--- config.mk ---
export PLATFORM = sky130hd
export DESIGN_NAME = sdac_frame_rx
export DESIGN_NICKNAME = d
export VERILOG_FILES = /design/src/rtl/sdac_pkg.sv /design/src/rtl/sdac_sync.sv /design/src/rtl/sdac_shift.sv /design/src/rtl/sdac_latch_bank.sv /design/src/rtl/sdac_frame_rx.sv
export SDC_FILE = /design/constraint.sdc
export NUM_CORES = 1
export LEC_CHECK = 0
export BUFFER_PORTS_ARGS = -buffer_cell sky130_fd_sc_hd__buf_4
export CAP_MARGIN = 20
export CORE_AREA = 3 3 79 81
export DETAILED_ROUTE_END_ITERATION = 6
export DIE_AREA = 0 0 82 84
export PLACE_DENSITY = 0.67
export SYNTH_ARGS = -nofsm -noshare
export SYNTH_HDL_FRONTEND = slang
export SYNTH_HIERARCHICAL = 1
export SYNTH_SLANG_ARGS = --single-unit
--- constraint.sdc ---
create_clock -name clk -period 2.6 [get_ports clk]
set_clock_uncertainty 0.15 [all_clocks]
set_input_delay 0.26 -clock clk [delete_from_list [all_inputs] [get_ports clk]]
set_output_delay 0.26 -clock clk [all_outputs]
set_load 0.01 [all_outputs]
--- src/rtl/sdac_pkg.sv ---
package sdac_pkg;
  localparam int CODE_W   = 8;
  localparam int WORD_W   = 2 * CODE_W;
  localparam int NCH      = 2;
  // Command field positions inside the 16-bit word
  localparam int REF_BIT  = 15;
  localparam int PDA_BIT  = 12;   // PDA_BIT+1 is channel B
  localparam int MODE_LSB = 10;
  localparam int ADDR_BIT = 8;

  typedef enum logic [1:0] {
    LD_INPUT = 2'b00,
    LD_BOTH  = 2'b01,
    LD_XFER  = 2'b10,
    LD_NONE  = 2'b11
  } load_mode_e;
endpackage

--- src/rtl/sdac_sync.sv ---
module sdac_sync #(
  parameter int              WIDTH   = 3,
  parameter int              STAGES  = 2,
  parameter logic [WIDTH-1:0] RST_VAL = '0
) (
  input  logic             clk,
  input  logic             rst_n,
  input  logic [WIDTH-1:0] d,
  output logic [WIDTH-1:0] q,
  output logic [WIDTH-1:0] q_prev
);
  logic [WIDTH-1:0] stg [STAGES+1];

  always_ff @(posedge clk or negedge rst_n) begin
    if (!rst_n) begin
      for (int i = 0; i <= STAGES; i++) stg[i] <= RST_VAL;
    end else begin
      stg[0] <= d;
      for (int i = 1; i <= STAGES; i++) stg[i] <= stg[i-1];
    end
  end

  assign q      = stg[STAGES-1];
  assign q_prev = stg[STAGES];
endmodule

--- src/rtl/sdac_shift.sv ---
module sdac_shift #(
  parameter int WORD_W = 16,
  parameter int CNT_W  = $clog2(WORD_W + 2)
) (
  input  logic              clk,
  input  logic              rst_n,
  input  logic              frame_open,
  input  logic              frame_close,
  input  logic              bit_stb,
  input  logic              bit_val,
  output logic [WORD_W-1:0] word,
  output logic [CNT_W-1:0]  bit_cnt,
  output logic              commit
);
  localparam logic [CNT_W-1:0] CNT_FULL = CNT_W'(WORD_W);
  localparam logic [CNT_W-1:0] CNT_OVER = CNT_W'(WORD_W + 1);

  logic [WORD_W-1:0] word_d;
  logic [CNT_W-1:0]  cnt_d;
  logic              take;

  assign take = frame_open && bit_stb;

  always_comb begin
    word_d = word;
    cnt_d  = bit_cnt;
    if (!frame_open) begin
      cnt_d = '0;
    end else if (take) begin
      word_d = {word[WORD_W-2:0], bit_val};
      if (bit_cnt != CNT_OVER) cnt_d = bit_cnt + 1'b1;
    end
  end

  always_ff @(posedge clk or negedge rst_n) begin
    if (!rst_n) begin
      word    <= '0;
      bit_cnt <= '0;
    end else begin
      if (take) word <= word_d;
      bit_cnt <= cnt_d;
    end
  end

  assign commit = frame_close && (bit_cnt == CNT_FULL);
endmodule

--- src/rtl/sdac_latch_bank.sv ---
module sdac_latch_bank
  import sdac_pkg::*;
#(
  parameter int CW = CODE_W,
  parameter int NC = NCH,
  parameter int AW = (NC > 1) ? $clog2(NC) : 1
) (
  input  logic                   clk,
  input  logic                   rst_n,
  input  logic                   commit,
  input  logic [2*CW-1:0]        word,
  output logic [NC-1:0][CW-1:0]  codes,
  output logic                   ref_ext,
  output logic [NC-1:0]          pd
);
  logic [CW-1:0] in_q  [NC];
  logic [CW-1:0] in_d  [NC];
  logic [CW-1:0] out_q [NC];
  logic [CW-1:0] out_d [NC];
  logic          ref_d;
  logic [NC-1:0] pd_d;

  load_mode_e    mode;
  logic [AW-1:0] addr;
  logic [CW-1:0] data;
  logic          upd;

  assign mode = load_mode_e'(word[MODE_LSB +: 2]);
  assign addr = word[ADDR_BIT +: AW];
  assign data = word[CW-1:0];
  assign upd  = commit && (mode == LD_BOTH || mode == LD_XFER);

  for (genvar c = 0; c < NC; c++) begin : g_ch
    logic wr;
    assign wr       = commit && (mode == LD_INPUT || mode == LD_BOTH) && (addr == AW'(c));
    assign in_d[c]  = wr  ? data    : in_q[c];
    assign out_d[c] = upd ? in_d[c] : out_q[c];
    assign codes[c] = out_q[c];
  end

  assign ref_d = commit ? word[REF_BIT]     : ref_ext;
  assign pd_d  = commit ? word[PDA_BIT +: NC] : pd;

  always_ff @(posedge clk or negedge rst_n) begin
    if (!rst_n) begin
      for (int c = 0; c < NC; c++) begin
        in_q[c]  <= '0;
        out_q[c] <= '0;
      end
      ref_ext <= 1'b0;
      pd      <= '0;
    end else if (commit) begin
      for (int c = 0; c < NC; c++) begin
        in_q[c]  <= in_d[c];
        out_q[c] <= out_d[c];
      end
      ref_ext <= ref_d;
      pd      <= pd_d;
    end
  end
endmodule

--- src/rtl/sdac_frame_rx.sv ---
module sdac_frame_rx
  import sdac_pkg::*;
#(
  parameter int CW     = CODE_W,
  parameter int STAGES = 2
) (
  input  logic          clk,
  input  logic          rst_n,
  input  logic          sclk,
  input  logic          din,
  input  logic          sync_n,
  output logic [CW-1:0] dac_a,
  output logic [CW-1:0] dac_b,
  output logic          ref_ext,
  output logic          pd_a,
  output logic          pd_b
);
  localparam int WW    = 2 * CW;
  localparam int CNT_W = $clog2(WW + 2);

  logic [1:0] rst_pipe;
  logic       rst_i_n;

  always_ff @(posedge clk or negedge rst_n) begin
    if (!rst_n) rst_pipe <= 2'b00;
    else        rst_pipe <= {rst_pipe[0], 1'b1};
  end
  assign rst_i_n = rst_pipe[1];

  logic [2:0] pin_q, pin_prev;

  sdac_sync #(.WIDTH(3), .STAGES(STAGES), .RST_VAL(3'b100)) u_sync (
    .clk(clk), .rst_n(rst_i_n),
    .d({sync_n, din, sclk}),
    .q(pin_q), .q_prev(pin_prev)
  );

  logic frame_open, frame_close, bit_stb;
  assign bit_stb     = pin_q[0] && !pin_prev[0];
  assign frame_open  = !pin_q[2];
  assign frame_close = pin_q[2] && !pin_prev[2];

  logic [WW-1:0]    word;
  logic [CNT_W-1:0] bit_cnt;
  logic             commit;

  sdac_shift #(.WORD_W(WW), .CNT_W(CNT_W)) u_shift (
    .clk(clk), .rst_n(rst_i_n),
    .frame_open(frame_open), .frame_close(frame_close),
    .bit_stb(bit_stb), .bit_val(pin_q[1]),
    .word(word), .bit_cnt(bit_cnt), .commit(commit)
  );

  logic [1:0][CW-1:0] codes;
  logic [1:0]         pd;

  sdac_latch_bank #(.CW(CW), .NC(2)) u_bank (
    .clk(clk), .rst_n(rst_i_n),
    .commit(commit), .word(word),
    .codes(codes), .ref_ext(ref_ext), .pd(pd)
  );

  assign dac_a = codes[0];
  assign dac_b = codes[1];
  assign pd_a  = pd[0];
  assign pd_b  = pd[1];
endmodule

# Yosys cells after proc, flatten, opt, wreduce, memory -nomap -nowiden
# Index checks and enable logic that the tools add are counted.
[op_classes]
add_sub_neg = 1
eq_ne = 4
mux = 5
n_bitwise = 2
n_reduce_logical = 19
[op_table]
columns = ["op", "n"]
rows = [
  ["$mux 8", 2],
  ["$mux 5", 3],
  ["$logic_and 1x1->1", 8],
  ["$reduce_and 2->1", 3],
  ["$add 5x1->5 const B", 1],
  ["$eq 5x5->1 const B", 1],
  ["$ne 5x5->1 const B", 1],
  ["$reduce_bool 2->1", 2],
  ["$logic_not 1->1", 3],
  ["$eq 2x1->1 const B", 1],
  ["$eq 2x2->1 const B", 1],
  ["$logic_not 2->1", 1],
  ["$logic_or 1x1->1", 2],
  ["$not 1->1", 2],
]
[word_totals]
regBits = 67
in_bits = 5
output_inout_bits = 19
elab_cells = 43

# Logic depth before layout (Yosys ltp)
[logic_depth]
word_depth = 6
depth_mapped = 8

# Cells and area by module
# The synthesis kept the hierarchy.
[modules_own_cells]
columns = ["module", "instances", "cells_per_inst", "area_each_um2", "seq_area_each_um2"]
rows = [
  ["sdac_latch_bank", 1, 136, 1502.7, 875.8],
  ["sdac_shift", 1, 65, 949.7, 525.5],
  ["sdac_sync", 1, 15, 274.0, 229.0],
  ["sdac_frame_rx", 1, 6, 77.6, 50.0],
]

# Worst setup path before layout
# No wires, ideal clock.
[synth_timing]
path_kind = "register to register"
start = "reg u_shift.bit_cnt[2]"
end = "reg u_bank/in_q[10] in the netlist's numbering"
setup_time_ps = 125
arrival_ps = 1629
t_required_ps = 2325
slack_ps = 696
stages_incl_launch_ff = 6
path_buffers = 0
synth_period_minus_slack_ps = 1904
path_cell_list = "dfrtp_1 > nor3b_1 > and3_1 > o21ai_1 > nor2_4 > mux2_2"
[synth_via]
elab_chain_cells = 5
[synth_lines]
columns = ["item", "line", "rtl"]
rows = [
  ["start, declared", "sdac_shift.sv:12", "output logic [CNT_W-1:0] bit_cnt,"],
  ["start signal, assigned", "sdac_shift.sv:41", "bit_cnt <= cnt_d;"],
  ["$eq 5x5->1 *", "sdac_shift.sv:45", "assign commit = frame_close && (bit_cnt == CNT_FULL);"],
  ["$logic_and 1x1->1 *", "sdac_shift.sv:45", ""],
  ["via commit", "sdac_frame_rx.sv:45", "logic commit;"],
  ["$logic_and 1x1->1 (2 in a row)", "sdac_latch_bank.sv:35", "assign wr = commit && (mode == LD_INPUT || mode == LD_BOTH) && (addr == AW'(c));"],
  ["$mux 8", "sdac_latch_bank.sv:36", "assign in_d[c] = wr ? data : in_q[c];"],
  ["end signal, assigned by index", "sdac_latch_bank.sv:54", "in_q[c] <= in_d[c];"],
  ["end, declared", "sdac_latch_bank.sv:16", "logic [CW-1:0] in_q [NC];"],
]
# The timed path passes the listed nets; every way through them passes the cells marked *.
# A chain may end at the register's enable or synchronous reset.

# Final worst setup path
[layout_timing]
start = "reg u_shift.bit_cnt[2]"
end = "reg u_bank/in_q[15] in the netlist's numbering"
# The elaborated chain is that of the path after synthesis.

==> flow_metrics.py <==
metrics = {
    "floorplanning": {
        "die_x_um": 82,
        "start_util_pct": 50.0,
        "die_height_um": 84,
        "core_sq_mm": 0.00554,
        "io-pin-count": 24,
        "die-area_sq_mm": 0.00689,
        "row_count": 27,
    },
    "grt": {
        "grt_antenna_before_repair": 0,
        "gr-total-overflow": 0,
        "grt_pass1_vias": 1685,
        "grt_pass1_wl_um": 8510,
        "grt_max_degree": 40,
        "grt.total_usage_pct": 16.6,
    },
    "layout": {
        "nets": 258,
        "syn_to_final_growth_pct": 16.1,
        "diodes": 0,
        "drive_gt1_share_pct": 33.2,
        "instances_no_fill": 325,
        "fillers": 467,
        "design_area_sq_mm": 0.00322,
    },
    "critical_path": {
        "worstPathRequired_ns": 2.67,
        "crit_type": "register to register",
        "cp_top_family": "simple AND/OR/NAND/NOR gates",
        "worst_r2r_path_depth": 5,
        "reg2reg_setup_slack_ns": 0.45,
        "crit_chain": "nor3b_1, and3_1, o21ai_1, nor2_4, mux2_2",
        "crit_buf_inv": 0,
        "slowest_stage": "dfrtp_1",
        "critPathMaxFanout": 8,
        "start_kind": "register",
        "crit_arrival_ns": 2.22,
        "end_kind": "register",
        "rr_endpoint": "u_bank/in_q[15]",
        "crit_path_max_incr_delay_ns": 0.42,
        "r2r-start": "u_shift/bit_cnt[2]",
    },
    "cts": {
        "post_cts_buffers": 0,
        "clk_pin_slew_ns": 0.07,
        "h-tree-depth": 3,
        "tritoncts": "yes",
        "clock_sinks": 66,
        "cts_buffers": 9,
        "cts_resized": 0,
        "clk_latency_ns": 0.33,
        "cts_buffer_depth": 2,
        "ctsHoldBuffers": 4,
        "ctsRootBufferMaster": "clkbuf_8",
    },
    "sta": {
        "maxSlewViolCount": 0,
        "relSlewSlack_pct": 59.4,
        "setup_violations": 0,
        "hold_viol_final": 0,
        "max_freq_mhz": 466,
        "holdWs_ns": 0.0886,
        "fin_crit_sh_pct": 82.5,
        "fin_crit_ns": 2.15,
        "grt_setup_unrepaired": "no",
        "setup_tns_ns": 0,
        "worst_pin_slew_ns": 0.608,
    },
    "power_and_ir_drop": {
        "pwr_density_cell_mw_per_mm2": 719,
        "p_leak_nw": 1.57,
        "ir_worst_vdd_mv": 0.460,
    },
    "drt": {
        "drt_iter0_drc": 129,
        "vias": 1681,
        "via_per_inst": 5.17,
        "detail_route.first_pass.iterations": 4,
        "wirelength_um": 4940,
        "post_drt_wl_per_cell_um": 15.2,
        "postRouteAntennaNets": 0,
        "drc_errors": 0,
    },
    "logic_synthesis": {
        "syn-cell-area_sq_mm": 0.00277,
        "syn_nets": 230,
        "ys.warnings.count": 6,
        "syn_inst": 220,
        "syn_avg_cell_area_sq_um": 12.6,
    },
    "place": {
        "portBuffers": 23,
        "place_hpwl_um": 3180,
        "gp_congestion": 0.744,
        "place_area_sq_mm": 0.00298,
        "dpl.cell_count": 305,
    },
    "flow_run": {
        "maxCapViolCount": 0,
    },
    "outcome": {
        "outcome": "complete, no violations",
    },
    "min_path": {
        "hp-class": "input port to asynchronous set/reset pin",
    },
}
==> flip-flops by register name, summed over array words and instances, names as in the netlist <==
signal	cells
u_shift/bit_cnt	5
u_sync/q	3
rst_pipe	2
u_shift/word	16
u_bank/pd	2
u_sync/stg	3
u_sync/q_prev	2
u_bank/ref_ext	1
u_bank/in_q	16
u_bank/codes	16
==> stage by stage <==
step / utilization [%] / setup WS, ns / power [mW]
CTS: 58.1 / 0.461 / 2.34
finish: 58.1 / 0.454 / 2.31
floorplan: - / 0.481 / 1.38
global placement: 53.8 / 0.552 / 1.46
global route: 58.1 / 0.349 / 2.43
detailed placement: 53.8 / 0.467 / 1.47
==> placed cells by master (no fill, tap or decap), types with 4 or more instances in the layout <==
cell type	instances
a31oi_1	16
buf_4	25
clkbuf_8	11
dfrtp_1	62
dlygate4sd3_1	4
ha_1	5
inv_1	6
mux2_2	25
mux2_4	10
nand2_1	38
nor2_1	16
==> area by class of cell <==
class | count | area (sq um) | share of cell area (%)
clock buffer | 14 | 163 | 5.06
inverter | 6 | 22.5 | 0.700
sequential | 66 | 1660 | 51.5
multi-input combinational | 135 | 1000 | 31.2
timing repair buffer | 30 | 248 | 7.70
tap | 72 | 90.1 | 2.80
clock inverter | 2 | 35.0 | 1.09
==> layer usage <==
| layer | vias up | wire length (um) | global-route usage [%] |
|---|---|---|---|
| li1 | 806 | - | - |
| met1 | 841 | 2410 | 23.8 |
| met2 | 27 | 2260 | 23.1 |
| met3 | 7 | 174 | 6.16 |
| met4 | 0 | 94 | 5.44 |
| met5 | - | 0 | 0 |
==> worst max path at each step <==
stage                                   from              end  slack [ns]  depth (start not counted)
after floorplan                  rst_pipe[1]  u_bank/codes[0]        0.48                          0
after global placement    u_shift/bit_cnt[2]  u_bank/in_q[10]        0.55                          5
after detailed placement  u_shift/bit_cnt[2]  u_bank/in_q[15]        0.47                          5
after CTS                 u_shift/bit_cnt[2]  u_bank/in_q[12]        0.46                          5
after global routing      u_shift/bit_cnt[2]  u_bank/in_q[11]        0.35                          5
final                     u_shift/bit_cnt[2]  u_bank/in_q[15]        0.45                          5
==> power breakdown <==
group	switching, mW	internal (mW)	total (mW)
logic	0.123	0.123	0.246
registers	0.115	1.10	1.21
clock network	0.361	0.495	0.856
(Power assumes the default switching activity.)
